===== config.mk =====
export PLATFORM = sky130hd
export DESIGN_NAME = byte_seq_out
export DESIGN_NICKNAME = d
export VERILOG_FILES = /design/src/rtl/bso_pkg.sv /design/src/rtl/bso_conv_gate.sv /design/src/rtl/bso_seq.sv /design/src/rtl/bso_range.sv /design/src/rtl/byte_seq_out.sv
export SDC_FILE = /design/constraint.sdc
export NUM_CORES = 1
export LEC_CHECK = 0
export BUFFER_PORTS_ARGS = -buffer_cell sky130_fd_sc_hd__buf_2
export CORE_MARGIN = 2
export CORE_UTILIZATION = 50
export DETAILED_ROUTE_END_ITERATION = 8
export PLACE_DENSITY = 0.72
export SKIP_LAST_GASP = 1
export SLEW_MARGIN = 20
export SYNTH_ARGS = -nofsm -noshare
export SYNTH_HDL_FRONTEND = slang
export SYNTH_HIERARCHICAL = 1
export SYNTH_SLANG_ARGS = --single-unit

===== constraint.sdc =====
create_clock -name clk -period 3.97 [get_ports clk]
set_input_delay 0.9925 -clock clk [delete_from_list [all_inputs] [get_ports clk]]
set_output_delay 0.9925 -clock clk [all_outputs]
set_load 0.01 [all_outputs]

===== src/rtl/bso_pkg.sv =====
package bso_pkg;
  typedef enum logic [1:0] {
    ST_IDLE,
    ST_WAIT,
    ST_PRE,
    ST_HI
  } bso_st_e;
endpackage


===== src/rtl/bso_conv_gate.sv =====
module bso_conv_gate (
  input  logic clk,
  input  logic rst,
  input  logic conv_in,
  input  logic idle_i,
  output logic acc_o,
  output logic start_o
);
  logic conv_q;

  always_ff @(posedge clk) begin
    if (rst) begin
      conv_q  <= 1'b0;
      start_o <= 1'b0;
    end else begin
      conv_q  <= conv_in;
      start_o <= acc_o;
    end
  end

  assign acc_o = conv_in & ~conv_q & idle_i;


  start_pulse_chk: assert property (@(posedge clk) disable iff (rst)
    start_o |=> !start_o);
endmodule


===== src/rtl/bso_seq.sv =====
module bso_seq #(
  parameter int DW        = 16,
  parameter int SETUP_CYC = 2,
  parameter int HOLD_CYC  = 2,
  parameter int HIGH_CYC  = 5
) (
  input  logic          clk,
  input  logic          rst,
  input  logic          acc_i,
  input  logic          rdy_i,
  input  logic [DW-1:0] res_i,
  input  logic          clip_i,
  input  logic          sel_i,
  output logic [DW/2-1:0] bus_o,
  output logic          clip_o,
  output logic          stb_o,
  output logic          busy_o,
  output logic          idle_o,
  output logic          hb_edge_o,
  output logic [DW-1:0] word_o,
  output logic          wclip_o
);
  import bso_pkg::*;

  localparam int BW   = DW / 2;
  localparam int MAXC = (HIGH_CYC > SETUP_CYC) ? HIGH_CYC : SETUP_CYC;
  localparam int CW   = $clog2(MAXC + 1);
  localparam logic [CW-1:0] SET_END  = CW'(SETUP_CYC - 1);
  localparam logic [CW-1:0] HOLD_END = CW'(HOLD_CYC - 1);
  localparam logic [CW-1:0] HIGH_END = CW'(HIGH_CYC - 1);

  bso_st_e       st;
  logic [CW-1:0] cnt;
  logic          lofirst;
  logic [BW-1:0] poll_byte;
  logic          poll_clip;

  assign poll_byte = sel_i ? word_o[BW-1:0] : word_o[DW-1:BW];
  assign poll_clip = ~sel_i & wclip_o;
  assign idle_o    = (st == ST_IDLE);
  assign hb_edge_o = ((st == ST_PRE) && (cnt == SET_END)  && !lofirst) ||
                     ((st == ST_HI)  && (cnt == HIGH_END) &&  lofirst);

  always_ff @(posedge clk) begin
    if (rst) begin
      st      <= ST_IDLE;
      cnt     <= '0;
      lofirst <= 1'b0;
      word_o  <= '0;
      wclip_o <= 1'b0;
      bus_o   <= '0;
      clip_o  <= 1'b0;
      stb_o   <= 1'b0;
      busy_o  <= 1'b0;
    end else begin
      unique case (st)
        ST_IDLE: begin
          bus_o  <= poll_byte;
          clip_o <= poll_clip;
          if (acc_i) begin
            st     <= ST_WAIT;
            busy_o <= 1'b1;
          end
        end
        ST_WAIT: begin
          if (rdy_i) begin
            word_o  <= res_i;
            wclip_o <= clip_i;
            lofirst <= sel_i;
            bus_o   <= sel_i ? res_i[BW-1:0] : res_i[DW-1:BW];
            clip_o  <= ~sel_i & clip_i;
            cnt     <= '0;
            st      <= ST_PRE;
          end else begin
            bus_o  <= poll_byte;
            clip_o <= poll_clip;
          end
        end
        ST_PRE: begin
          if (cnt == SET_END) begin
            stb_o <= 1'b1;
            cnt   <= '0;
            st    <= ST_HI;
          end else begin
            cnt <= cnt + 1'b1;
          end
        end
        ST_HI: begin
          cnt <= cnt + 1'b1;
          if (cnt == HOLD_END) begin
            bus_o  <= lofirst ? word_o[DW-1:BW] : word_o[BW-1:0];
            clip_o <= lofirst & wclip_o;
          end
          if (cnt == HIGH_END) begin
            stb_o  <= 1'b0;
            busy_o <= 1'b0;
            st     <= ST_IDLE;
          end
        end
        default: st <= ST_IDLE;
      endcase
    end
  end


  stb_in_busy_chk: assert property (@(posedge clk) disable iff (rst)
    stb_o |-> busy_o);

  fall_frees_chk: assert property (@(posedge clk) disable iff (rst)
    $fell(stb_o) |-> !busy_o);

  stb_width_chk: assert property (@(posedge clk) disable iff (rst)
    stb_o |-> (cnt < CW'(HIGH_CYC)));

  fall_stable_chk: assert property (@(posedge clk) disable iff (rst)
    $fell(stb_o) |-> $stable(bus_o));

  idle_no_stb_chk: assert property (@(posedge clk) disable iff (rst)
    !busy_o |=> !stb_o);
endmodule


===== src/rtl/bso_range.sv =====
module bso_range #(
  parameter int DW       = 16,
  parameter bit EN_RANGE = 1'b1
) (
  input  logic          clk,
  input  logic          rst,
  input  logic          upd_i,
  input  logic [DW-1:0] word_i,
  input  logic          clip_i,
  output logic          ovr_o,
  output logic          udr_o
);
  generate
    if (EN_RANGE) begin : g_range
      always_ff @(posedge clk) begin
        if (rst) begin
          ovr_o <= 1'b0;
          udr_o <= 1'b0;
        end else if (upd_i) begin
          ovr_o <= clip_i & (&word_i);
          udr_o <= clip_i & ~(|word_i);
        end
      end


      range_excl_chk: assert property (@(posedge clk) disable iff (rst)
        !(ovr_o && udr_o));

      range_upd_chk: assert property (@(posedge clk) disable iff (rst)
        (ovr_o != $past(ovr_o)) |-> $past(upd_i));
    end else begin : g_norange
      assign ovr_o = 1'b0;
      assign udr_o = 1'b0;
    end
  endgenerate
endmodule


===== src/rtl/byte_seq_out.sv =====
module byte_seq_out #(
  parameter int DW        = 16,
  parameter int SETUP_CYC = 2,
  parameter int HOLD_CYC  = 2,
  parameter int HIGH_CYC  = 5,
  parameter bit EN_RANGE  = 1'b1
) (
  input  logic            clk,
  input  logic            rst,
  input  logic            conv_in,
  input  logic            rdy_in,
  input  logic [DW-1:0]   res_in,
  input  logic            clip_in,
  input  logic            sel_in,
  output logic            start_o,
  output logic            busy_o,
  output logic            stb_o,
  output logic [DW/2-1:0] bus_o,
  output logic            clip_o,
  output logic            ovr_o,
  output logic            udr_o
);
  logic          acc;
  logic          idle;
  logic          hb_edge;
  logic [DW-1:0] word;
  logic          wclip;

  bso_conv_gate u_gate (
    .clk     (clk),
    .rst     (rst),
    .conv_in (conv_in),
    .idle_i  (idle),
    .acc_o   (acc),
    .start_o (start_o)
  );

  bso_seq #(
    .DW        (DW),
    .SETUP_CYC (SETUP_CYC),
    .HOLD_CYC  (HOLD_CYC),
    .HIGH_CYC  (HIGH_CYC)
  ) u_seq (
    .clk       (clk),
    .rst       (rst),
    .acc_i     (acc),
    .rdy_i     (rdy_in),
    .res_i     (res_in),
    .clip_i    (clip_in),
    .sel_i     (sel_in),
    .bus_o     (bus_o),
    .clip_o    (clip_o),
    .stb_o     (stb_o),
    .busy_o    (busy_o),
    .idle_o    (idle),
    .hb_edge_o (hb_edge),
    .word_o    (word),
    .wclip_o   (wclip)
  );

  bso_range #(
    .DW       (DW),
    .EN_RANGE (EN_RANGE)
  ) u_range (
    .clk    (clk),
    .rst    (rst),
    .upd_i  (hb_edge),
    .word_i (word),
    .clip_i (wclip),
    .ovr_o  (ovr_o),
    .udr_o  (udr_o)
  );


  busy_start_chk: assert property (@(posedge clk) disable iff (rst)
    $rose(busy_o) |-> start_o);
endmodule


==> metrics.md, run 1 <==
| Metric | Value |
|---|---|
| Status | `complete, no violations` |
| Clk_lat worst skew | `0.30 ns` |
| Final #Nets | `302` |
| Share of post-route cells with drive strength above 1 | `21.90%` |
| Gr usage total | `21.97%` |
| Hold-fix buffers, CTS | `0` |
| Hold Slack | `0.4805 ns` |
| Vias per cell | `5.707` |
| CP Launch Type | `input port` |
| Syn nets | `272` |
| Peak supply drop | `0.2540 mV` |
| Post-DP HPWL | `3.287 mm` |
| Die Span Y | `68.49 µm` |
| 1st-iter DRT viols | `176` |
| Wire per inst | `14.62 µm` |
| EDFF count, synth | `0` |
| Resized Gates After CTS | `0` |
| Synth top area share | `36.58%` |
| Ant diodes | `0` |
| Antenna violations before repair | `0` |
| Top cells by area, synth | `dfxtp_1, mux2i_1, nand2_1` |
| Largest net degree at the start of global routing | `40` |
| Clock skew | `0.007566 ns` |
| Final cell count without fillers | `324` |
| Synth unique cells | `40` |
| Lkg Pwr | `0.9902 nW` |
| CP top delay family | `simple AND/OR/NAND/NOR gates` |
| Syn avg cell area | `8.558 µm²` |
| Worst EP required | `4.13 ns` |
| Post-detailed-route DRC marker count | `0` |
| Setup WS post-layout | `1.753 ns` |
| Crit path cell chain | `buf_2, nand2_1, buf_4, nor2_1, a2111oi_0, nor3_1` |
| Design area | `0.002310 mm²` |
| Routed via count | `1849` |
| Slew headroom | `52.30%` |
| Clk pwr share | `21.5%` |
| Gpl congestion | `0.7923` |
| Area post-placement | `0.002218 mm²` |
| Clk slew on worst S/H paths | `0.08 ns` |
| Worst-margin pin slew | `0.7155 ns` |
| Fraction of registers with async set/reset | `0%` |
| Endpoints failing hold | `0` |
| Worst slack at placement | `1.450 ns` |
| Max Cap Violations | `0` |
| Switching power | `0.4958 mW` |
| Sequential share of the synthesized area | `36.58%` |
| Fmax | `0.4510 GHz` |
| Antenna viol nets, final | `0` |
| # setup viols final | `0` |
| Die W | `68.49 µm` |
| Worst path slowest cell | `a2111oi_0` |
| PortBufs | `35` |
| Hold WC Path Type | `flop to flop` |
| Critical Path AT | `2.38 ns` |
| Mux share of post-synthesis cell area | `13.24%` |
| WP buf/inv | `2` |
| Unrepaired setup endpoints after global routing | `no` |
| Routed WL | `4.737 mm` |
| Count leader, synth | `nand2_1` |
| Initial Util | `51.99%` |
| Post-Syn Area | `0.002079 mm²` |
| Reg power frac | `40.1%` |
| Root buffer cell | `clkbuf_8` |
| First-pass GRT wire length | `7.548 mm` |
| Post-Synth Simple-Gate Area | `24.97%` |
| DIE AREA | `0.004691 mm²` |
| Post-synth top cells | `nand2_1, dfxtp_1, nor2_1` |
| Num ports | `36` |
| Logic gate share of total power | `38.5%` |
| Area Overhead vs Synth | `11.07%` |
| Clk buf depth | `2` |
| Vias in the first global route | `1595` |
| Area leader, netlist | `dfxtp_1` |
| Total CTS buffers | `5` |
| Postcts setup bufs | `0` |
| Yosys Warn Count | `6` |
| CP Max Fanout | `14` |
| Placed insts | `316` |
| Largest family of logic cells by synthesized area | `simple AND/OR/NAND/NOR gates` |
| P per Cell Area | `561.4 mW/mm²` |
| H-tree Lvls | `2` |
| CTS tree | `done` |
| Adder-cell share of the synthesized area | `4.212%` |
| #FFs+latches synth | `38` |
| Cells after Synth | `243` |
| Sw Share | `38.24%` |
| Slowest cell delay on critical path | `0.47 ns` |
| Predominant post-synthesis flop cell | `dfxtp_1` |
| GRT Residual Overflow | `0` |
| CTS sink count | `38` |
| Pint | `0.8008 mW` |
| First-pass DRT Iterations | `4` |
| Critical path class | `input port to flop` |
| Row count | `23` |
| Final Cycle Share | `55.85%` |
| Worst setup EP type | `flop` |
| Final setup TNS | `0 ns` |
| Complex-gate fraction of the synthesized area | `15.16%` |
| Synth Area in XOR/XNOR | `0%` |
| Pins Over Slew Limit | `0` |
| Crit path time final | `2.217 ns` |
| Core Area | `0.004000 mm²` |
[state kept, by name, summed over array words and instances (netlist names)]
name and cells:
u_seq/lofirst 1, u_gate/start_o 1, u_range/udr_o 1, u_seq/clip_o 1, u_seq/st 2, u_gate/conv_q 1, u_seq/stb_o 1, u_seq/word_o 16
u_range/ovr_o 1, u_seq/wclip_o 1, u_seq/cnt 3, u_seq/busy_o 1, u_seq/bus_o 8
[path summary, 6_finish.rpt]
check / startpoint / to / slack (ns) / cells past startpoint
worst max-delay path: rdy_in / u_seq/bus_o[6] / 1.75 / 6
worst min-delay path: u_seq/cnt[1] / u_seq/cnt[1] / 0.48 / 2
worst max register to register: u_seq/st[1] / u_seq/bus_o[6] / 1.88 / 7
worst min register to register: u_seq/cnt[1] / u_seq/cnt[1] / 0.48 / 2
[through the flow]
stage	total power, mW	util, %
after floorplan	0.8886	-
after global placement	1.013	55.46
after detailed placement	1.022	55.46
after CTS	1.303	57.74
after global routing	1.386	57.74
final	1.297	57.74
[per-layer routing]
layer / up-vias / share of wire, % / global-route usage [%]
li1: 920 / - / -
met1: 863 / 49 / 31.59
met2: 61 / 42 / 30.53
met3: 5 / 8.3 / 5.357
met4: 0 / 1.0 / 10.25
met5: - / 0 / 0
[final cells by class]
cell class / instances / area [µm²]
Fill cell: 382 / 1690
Multi-Input combinational cell: 188 / 1197
Sequential cell: 38 / 760.7
Timing Repair Buffer: 36 / 182.7
Clock buffer: 7 / 86.33
Tap cell: 50 / 62.56
Inverter: 4 / 15.01
Clock inverter: 1 / 5.005
[worst register-to-register path: stages (launching register included)]
cell,delay (ns)
dfxtp_1,0.38
inv_1,0.07
ha_1,0.23
nand2_1,0.37
buf_4,0.28
nor2_1,0.06
a2111oi_0,0.47
nor3_1,0.10
[power groups by stage]
stage	Combinational, mW	Clock [mW]	Sequential, mW
floorplan	0.361	0	0.527
finish	0.499	0.278	0.519
CTS	0.497	0.288	0.518
detailed placement	0.495	0	0.527
global placement	0.487	0	0.526
global route	0.559	0.298	0.529
[cell families after synthesis]
logic type               after synthesis
AO/OA/AOI/OAI                         45
AND/OR/NAND/NOR                      110
flip-flops                            38
adder cells (fa/ha/maj)                7
multiplexers                          26
buffers and inverters                 17
[layout by cell type, fill, tap and decap left out, types with 4 or more instances in the layout]
| cell type | count |
|---|---|
| nand2_1 | 43 |
| dfxtp_1 | 38 |
| or4_1 | 4 |
| mux2_2 | 8 |
| a21oi_1 | 23 |
| a2111oi_0 | 8 |
| nand4_1 | 5 |
| nor2_1 | 34 |
| buf_2 | 35 |
| inv_1 | 4 |
| mux2i_1 | 17 |
| nor3_1 | 8 |
| ha_1 | 7 |
| clkbuf_8 | 6 |
No activity file was read; power rests on OpenSTA's default activity.
==> run 2: changes to the inputs <==
==> constraint.sdc (replaced) <==
create_clock -name clk -period 2.1 [get_ports clk]
set_input_delay 0.525 -clock clk [delete_from_list [all_inputs] [get_ports clk]]
set_output_delay 0.525 -clock clk [all_outputs]
set_load 0.01 [all_outputs]
==> metrics.md, run 2 (synthesis results as in run 1) <==
| Metric | Value |
|---|---|
| Clk_lat worst skew | `0.29 ns (was 0.30 ns)` |
| CP Max Fanout | `8 (was 14)` |
| Final #Nets | `311 (was 302)` |
| Critical path class | `flop to flop (was input port to flop)` |
| Crit path cell chain | `inv_1, ha_1, a21o_2, a2111oi_1, buf_4, nor3_1 (was buf_2, nand2_1, buf_4, nor2_1, a2111oi_0, nor3_1)` |
| Gr usage total | `22.10% (was 21.97%)` |
| Root buffer cell | `clkbuf_8 (unchanged)` |
| Top Registers | `u_seq/word_o (16), u_seq/bus_o (8), u_seq/cnt (3) (unchanged)` |
| Area Overhead vs Synth | `16.00% (was 11.07%)` |
| Clock skew | `0.009025 ns (was 0.007566 ns)` |
| Worst-margin pin slew | `0.5768 ns (was 0.7155 ns)` |
| Routed via count | `1814 (was 1849)` |
| Largest register by flop count | `u_seq/word_o (unchanged)` |
| Crit path time final | `1.936 ns` |
| Worst setup EP type | `flop (unchanged)` |
| Most common cell after layout, fill and taps aside | `nand2_1 (unchanged)` |
| Max reg flops | `16 (unchanged)` |
| Unrepaired setup endpoints after global routing | `no (unchanged)` |
| Total CTS buffers | `5 (unchanged)` |
| Clk slew on worst S/H paths | `0.07 ns (was 0.08 ns)` |
| Final cell count without fillers | `332 (was 324)` |
| Clk buf depth | `2 (unchanged)` |
| Share of post-route cells with drive strength above 1 | `24.47% (was 21.90%)` |
| Slowest cell delay on critical path | `0.50 ns (was 0.47 ns)` |
| Fmax | `0.5166 GHz` |
| Worst EP required | `2.27 ns (was 4.13 ns)` |
| Worst path slowest cell | `a2111oi_1 (was a2111oi_0)` |
| Hold-fix buffers, CTS | `0 (unchanged)` |
| Clk pwr share | `24.0% (was 21.5%)` |
| CP top delay family | `compound AO/OA/AOI/OAI gates (was simple AND/OR/NAND/NOR gates)` |
| Die Span Y | `68.49 µm (unchanged)` |
| Resized Gates After CTS | `0 (unchanged)` |
| P per Cell Area | `1083 mW/mm² (was 561.4 mW/mm²)` |
| # setup viols final | `0 (unchanged)` |
| Slew headroom | `60.55% (was 52.30%)` |
| GRT Residual Overflow | `0 (unchanged)` |
| Design area | `0.002412 mm² (was 0.002310 mm²)` |
| Largest net degree at the start of global routing | `29 (was 40)` |
| Status | `complete, no violations (unchanged)` |
| Vias in the first global route | `1615 (was 1595)` |
| Max Cap Violations | `0 (unchanged)` |
| Die W | `68.49 µm (unchanged)` |
| DIE AREA | `0.004691 mm² (unchanged)` |
| PortBufs | `35 (unchanged)` |
| Post-DP HPWL | `3.515 mm (was 3.287 mm)` |
| Wire per inst | `14.35 µm (was 14.62 µm)` |
| H-tree Lvls | `2 (unchanged)` |
| Final Cycle Share | `92.18%` |
| Vias per cell | `5.464 (was 5.707)` |
| Peak supply drop | `0.5648 mV (was 0.2540 mV)` |
| Post-detailed-route DRC marker count | `0 (unchanged)` |
| Num ports | `36 (unchanged)` |
| Reg power frac | `37.6% (was 40.1%)` |
| First-pass GRT wire length | `7.686 mm (was 7.548 mm)` |
| Placed insts | `325 (was 316)` |
| Core Area | `0.004000 mm² (unchanged)` |
| CTS sink count | `38 (unchanged)` |
| Hold WC Path Type | `input port to flop (was flop to flop)` |
| Area post-placement | `0.002298 mm² (was 0.002218 mm²)` |
| Pint | `1.682 mW (was 0.8008 mW)` |
| Antenna viol nets, final | `0 (unchanged)` |
| Antenna violations before repair | `0 (unchanged)` |
| Ant diodes | `0 (unchanged)` |
| Pins Over Slew Limit | `0 (unchanged)` |
| Row count | `23 (unchanged)` |
| Switching power | `0.9305 mW (was 0.4958 mW)` |
| First-pass DRT Iterations | `4 (unchanged)` |
| CTS tree | `done (unchanged)` |
| Routed WL | `4.763 mm (was 4.737 mm)` |
| Critical Path AT | `2.10 ns (was 2.38 ns)` |
| Gpl congestion | `0.8383 (was 0.7923)` |
| Endpoints failing hold | `0 (unchanged)` |
| Lkg Pwr | `1.051 nW (was 0.9902 nW)` |
| Fill cells | `382 (unchanged)` |
| Final setup TNS | `0 ns (unchanged)` |
| Commonest non-fill, non-tap cells in the layout | `nand2_1, dfxtp_1, buf_2 (unchanged)` |
| CP Launch Type | `flop (was input port)` |
| 1st-iter DRT viols | `150 (was 176)` |
| WP buf/inv | `2 (unchanged)` |
| Initial Util | `51.99% (unchanged)` |
| Postcts setup bufs | `0 (unchanged)` |
| Sw Share | `35.62% (was 38.24%)` |
| Logic gate share of total power | `38.4% (was 38.5%)` |
run 2: path summary, 6_finish.rpt:
check                                   start                to  slack [ns]  cells past startpoint
worst max-delay path              u_seq/st[0]    u_seq/bus_o[4]        0.16                      6
worst min-delay path               res_in[12]  u_seq/word_o[12]        0.48                      3
worst max register to register    u_seq/st[0]    u_seq/bus_o[4]        0.16                      6
worst min register to register  u_seq/wclip_o     u_seq/wclip_o        0.48                      2
run 2: per-layer routing:
metal / routed length (µm) / share of wire [%] / GRT usage (%)
met1: 2506 / 53 / 32.50
met2: 1969 / 41 / 31.97
met3: 240 / 5.0 / 4.221
met4: 47 / 0.99 / 7.500
met5: 0 / 0 / 0
run 2: per-stage QoR:
step                hold WS (ns)  util (%)  total power [mW]  setup slack (ns)
floorplan                 0.4486         -             1.680            0.4269
global placement          0.4649     57.46             1.977            0.1262
detailed placement        0.4711     57.46             1.990           0.07447
CTS                       0.4745     60.28             2.623           0.09996
global route              0.4769     60.31             2.797           0.03516
finish                    0.4793     60.31             2.612            0.1643
run 2: power by group through the flow:
| stage | combinational (mW) | clock [mW] | sequential [mW] |
|---|---|---|---|
| global route | 1.12 | 0.675 | 1.00 |
| floorplan | 0.683 | 0 | 0.997 |
| detailed placement | 0.993 | 0 | 0.997 |
| global placement | 0.983 | 0 | 0.994 |
| finish | 1.00 | 0.626 | 0.983 |
| CTS | 0.996 | 0.646 | 0.981 |
run 2: area by class of cell:
class / count / area (µm²) / share of cell area (%)
Clock inverter: 1 / 30.03 / 1.245
Multi-Input combinational cell: 188 / 1199 / 49.69
Clock buffer: 6 / 82.58 / 3.423
Timing Repair Buffer: 45 / 262.8 / 10.89
Tap cell: 50 / 62.56 / 2.593
Sequential cell: 38 / 760.7 / 31.54
Inverter: 4 / 15.01 / 0.6224
run 2: worst reg2reg max path: cells and delay by family, from the launching register on:
kind,cells,cell delay (ns)
fa+ha+maj,1,0.31
simple gates,1,0.04
flops,1,0.39
compound gates,2,0.80
buf+inv,2,0.27
==> run 3: changes to the inputs <==
--- a/config.mk
+++ b/config.mk
@@ -9,7 +9,7 @@
 export CORE_MARGIN = 2
 export CORE_UTILIZATION = 50
 export DETAILED_ROUTE_END_ITERATION = 8
-export PLACE_DENSITY = 0.72
+export PLACE_DENSITY = 0.68
 export SKIP_LAST_GASP = 1
 export SLEW_MARGIN = 20
 export SYNTH_ARGS = -nofsm -noshare
==> metrics.md, run 3 (synthesis results as in run 1) <==
| Metric | Value |
|---|---|
| Routed WL | `4.845 mm (was 4.763 mm)` |
| Postcts setup bufs | `0 (unchanged)` |
| # setup viols final | `0 (unchanged)` |
| Worst EP required | `2.28 ns (was 2.27 ns)` |
| Worst-margin pin slew | `0.5172 ns (was 0.5768 ns)` |
| Share of post-route cells with drive strength above 1 | `23.84% (was 24.47%)` |
| Total CTS buffers | `5 (unchanged)` |
| Hold WC Path Type | `input port to flop (unchanged)` |
| Largest register by flop count | `u_seq/word_o (unchanged)` |
| Sw Share | `37.52% (was 35.62%)` |
| Slowest cell delay on critical path | `0.40 ns (was 0.50 ns)` |
| Final setup TNS | `0 ns (unchanged)` |
| Overall Power | `2.493 mW (was 2.612 mW)` |
| Multi-input gate area | `0.001197 mm² (was 0.001199 mm²)` |
| Ant diodes | `0 (unchanged)` |
| Fmax | `0.5619 GHz (was 0.5166 GHz)` |
| Pint | `1.558 mW (was 1.682 mW)` |
| Status | `complete, no violations (unchanged)` |
| Num ports | `36 (unchanged)` |
| Top Registers | `u_seq/word_o (16), u_seq/bus_o (8), u_seq/cnt (3) (unchanged)` |
| Lkg Pwr | `1.032 nW (was 1.051 nW)` |
| Die Span Y | `68.49 µm (unchanged)` |
| Row count | `23 (unchanged)` |
| GRT Residual Overflow | `0 (unchanged)` |
| Logic gate share of total power | `39.5% (was 38.4%)` |
| Final cell count without fillers | `331 (was 332)` |
| Final #Nets | `309 (was 311)` |
| Reg power frac | `39.3% (was 37.6%)` |
| Wire per inst | `14.64 µm (was 14.35 µm)` |
| Vias per cell | `5.523 (was 5.464)` |
| Worst setup EP type | `flop (unchanged)` |
| Commonest non-fill, non-tap cells in the layout | `nand2_1, dfxtp_1, buf_2 (unchanged)` |
| Critical Path AT | `1.96 ns (was 2.10 ns)` |
| CTS tree | `done (unchanged)` |
| Most common cell after layout, fill and taps aside | `nand2_1 (unchanged)` |
| Register Area | `760.7 µm² (unchanged)` |
| Area Overhead vs Synth | `14.20% (was 16.00%)` |
| Final core utilization | `59.37% (was 60.31%)` |
| Clk_lat worst skew | `0.29 ns (about the same)` |
| Post-detailed-route DRC marker count | `0 (unchanged)` |
| Post-DP HPWL | `3.463 mm (was 3.515 mm)` |
| First-pass GRT wire length | `7.831 mm (was 7.686 mm)` |
| Placed insts | `323 (was 325)` |
| Hold Slack | `0.4744 ns (was 0.4793 ns)` |
| P per Cell Area | `1050 mW/mm² (was 1083 mW/mm²)` |
| Gpl congestion | `0.7924 (was 0.8383)` |
| Clk pwr share | `21.2% (was 24.0%)` |
| Clk buf depth | `2 (unchanged)` |
| PortBufs | `35 (unchanged)` |
| Resized Gates After CTS | `0 (unchanged)` |
| Slew headroom | `65.47% (was 60.55%)` |
| 1st-iter DRT viols | `127 (was 150)` |
| Peak supply drop | `0.5121 mV (was 0.5648 mV)` |
| Fill cells | `378 (was 382)` |
| Worst path slowest cell | `a2111oi_4 (was a2111oi_1)` |
| Vias in the first global route | `1585 (was 1615)` |
| Crit path time final | `1.780 ns (was 1.936 ns)` |
| Critical path class | `flop to flop (unchanged)` |
| Antenna viol nets, final | `0 (unchanged)` |
| Root buffer cell | `clkbuf_8 (unchanged)` |
| DIE AREA | `0.004691 mm² (unchanged)` |
| Max reg flops | `16 (unchanged)` |
| Initial Util | `51.99% (unchanged)` |
| Largest net degree at the start of global routing | `27 (was 29)` |
| CP Launch Type | `flop (unchanged)` |
| Routed via count | `1828 (was 1814)` |
| CTS sink count | `38 (unchanged)` |
| Antenna violations before repair | `0 (unchanged)` |
| Crit path cell chain | `ha_1, buf_4, a21boi_0, a2111oi_4, mux2i_1, nor2_1 (was inv_1, ha_1, a21o_2, a2111oi_1, buf_4, nor3_1)` |
| Endpoints failing hold | `0 (unchanged)` |
| H-tree Lvls | `2 (unchanged)` |
| Pins Over Slew Limit | `0 (unchanged)` |
| Unrepaired setup endpoints after global routing | `no (unchanged)` |
| Max Cap Violations | `0 (unchanged)` |
| First-pass DRT Iterations | `4 (unchanged)` |
| Core Area | `0.004000 mm² (unchanged)` |
| Clock skew | `0.009350 ns (was 0.009025 ns)` |
| Switching power | `0.9355 mW (was 0.9305 mW)` |
| Hold-fix buffers, CTS | `0 (unchanged)` |
| Final Cycle Share | `84.74% (was 92.18%)` |
| CP Max Fanout | `8 (unchanged)` |
| Die W | `68.49 µm (unchanged)` |
| Clk slew on worst S/H paths | `0.08 ns (was 0.07 ns)` |
| Gr usage total | `22.42% (was 22.10%)` |
run 3: cell types whose count changed in the layout (fill, tap and decap cells not counted):
cell       before  now
a2111oi_0       7    8
clkinv_2        0    1
buf_4           9    7
a2111oi_1       1    0
clkbuf_1        0    1
bufinv_16       1    0
run 3: worst paths after layout:
kind                      from                to  slack [ns]  cells past startpoint
hold reg to reg   u_seq/cnt[1]      u_seq/cnt[1]        0.49                      2
setup / recovery   u_seq/st[0]       u_seq/st[1]        0.32                      6
setup reg to reg   u_seq/st[0]       u_seq/st[1]        0.32                      6
hold / removal      res_in[10]  u_seq/word_o[10]        0.47                      3
run 3: cell type report:
class,instances,area share [%]
inverters,4,0.6322
flip-flops and latches,38,32.03
clock buffers,7,3.635
clock inverters,1,0.2107
repair buffers,43,10.43
multi-input cells,188,50.42
well taps,50,2.634
run 3: per-stage QoR:
step	area (µm²)	worst slack (ns)
after global routing	2375	0.1910
final	2375	0.3204
after global placement	2283	0.1681
after floorplan	2079	0.4269
after detailed placement	2283	0.1626
after CTS	2375	0.3082
run 3: critical path, delay by kind of cell (launching register included):
kind	cells	cell delay [ns]
buf+inv	1	0.20
fa+ha+maj	1	0.29
mux	1	0.23
simple gates	1	0.05
compound gates	2	0.57
flops	1	0.34
run 3: routing by layer:
metal / vias to the layer above / GRT usage, % / share of wire [%]
li1: 933 / - / -
met3: 2 / 5.519 / 6.1
met5: - / 0 / 0
met4: 0 / 4.500 / 0.47
met1: 837 / 32.43 / 48
met2: 56 / 33.77 / 45
run 3: power groups by stage:
stage	registers [mW]	logic [mW]	clock network [mW]
detailed placement	0.997	0.986	0
finish	0.980	0.985	0.528
floorplan	0.997	0.683	0
CTS	0.981	0.992	0.535
global route	1.00	1.10	0.571
global placement	0.997	0.977	0
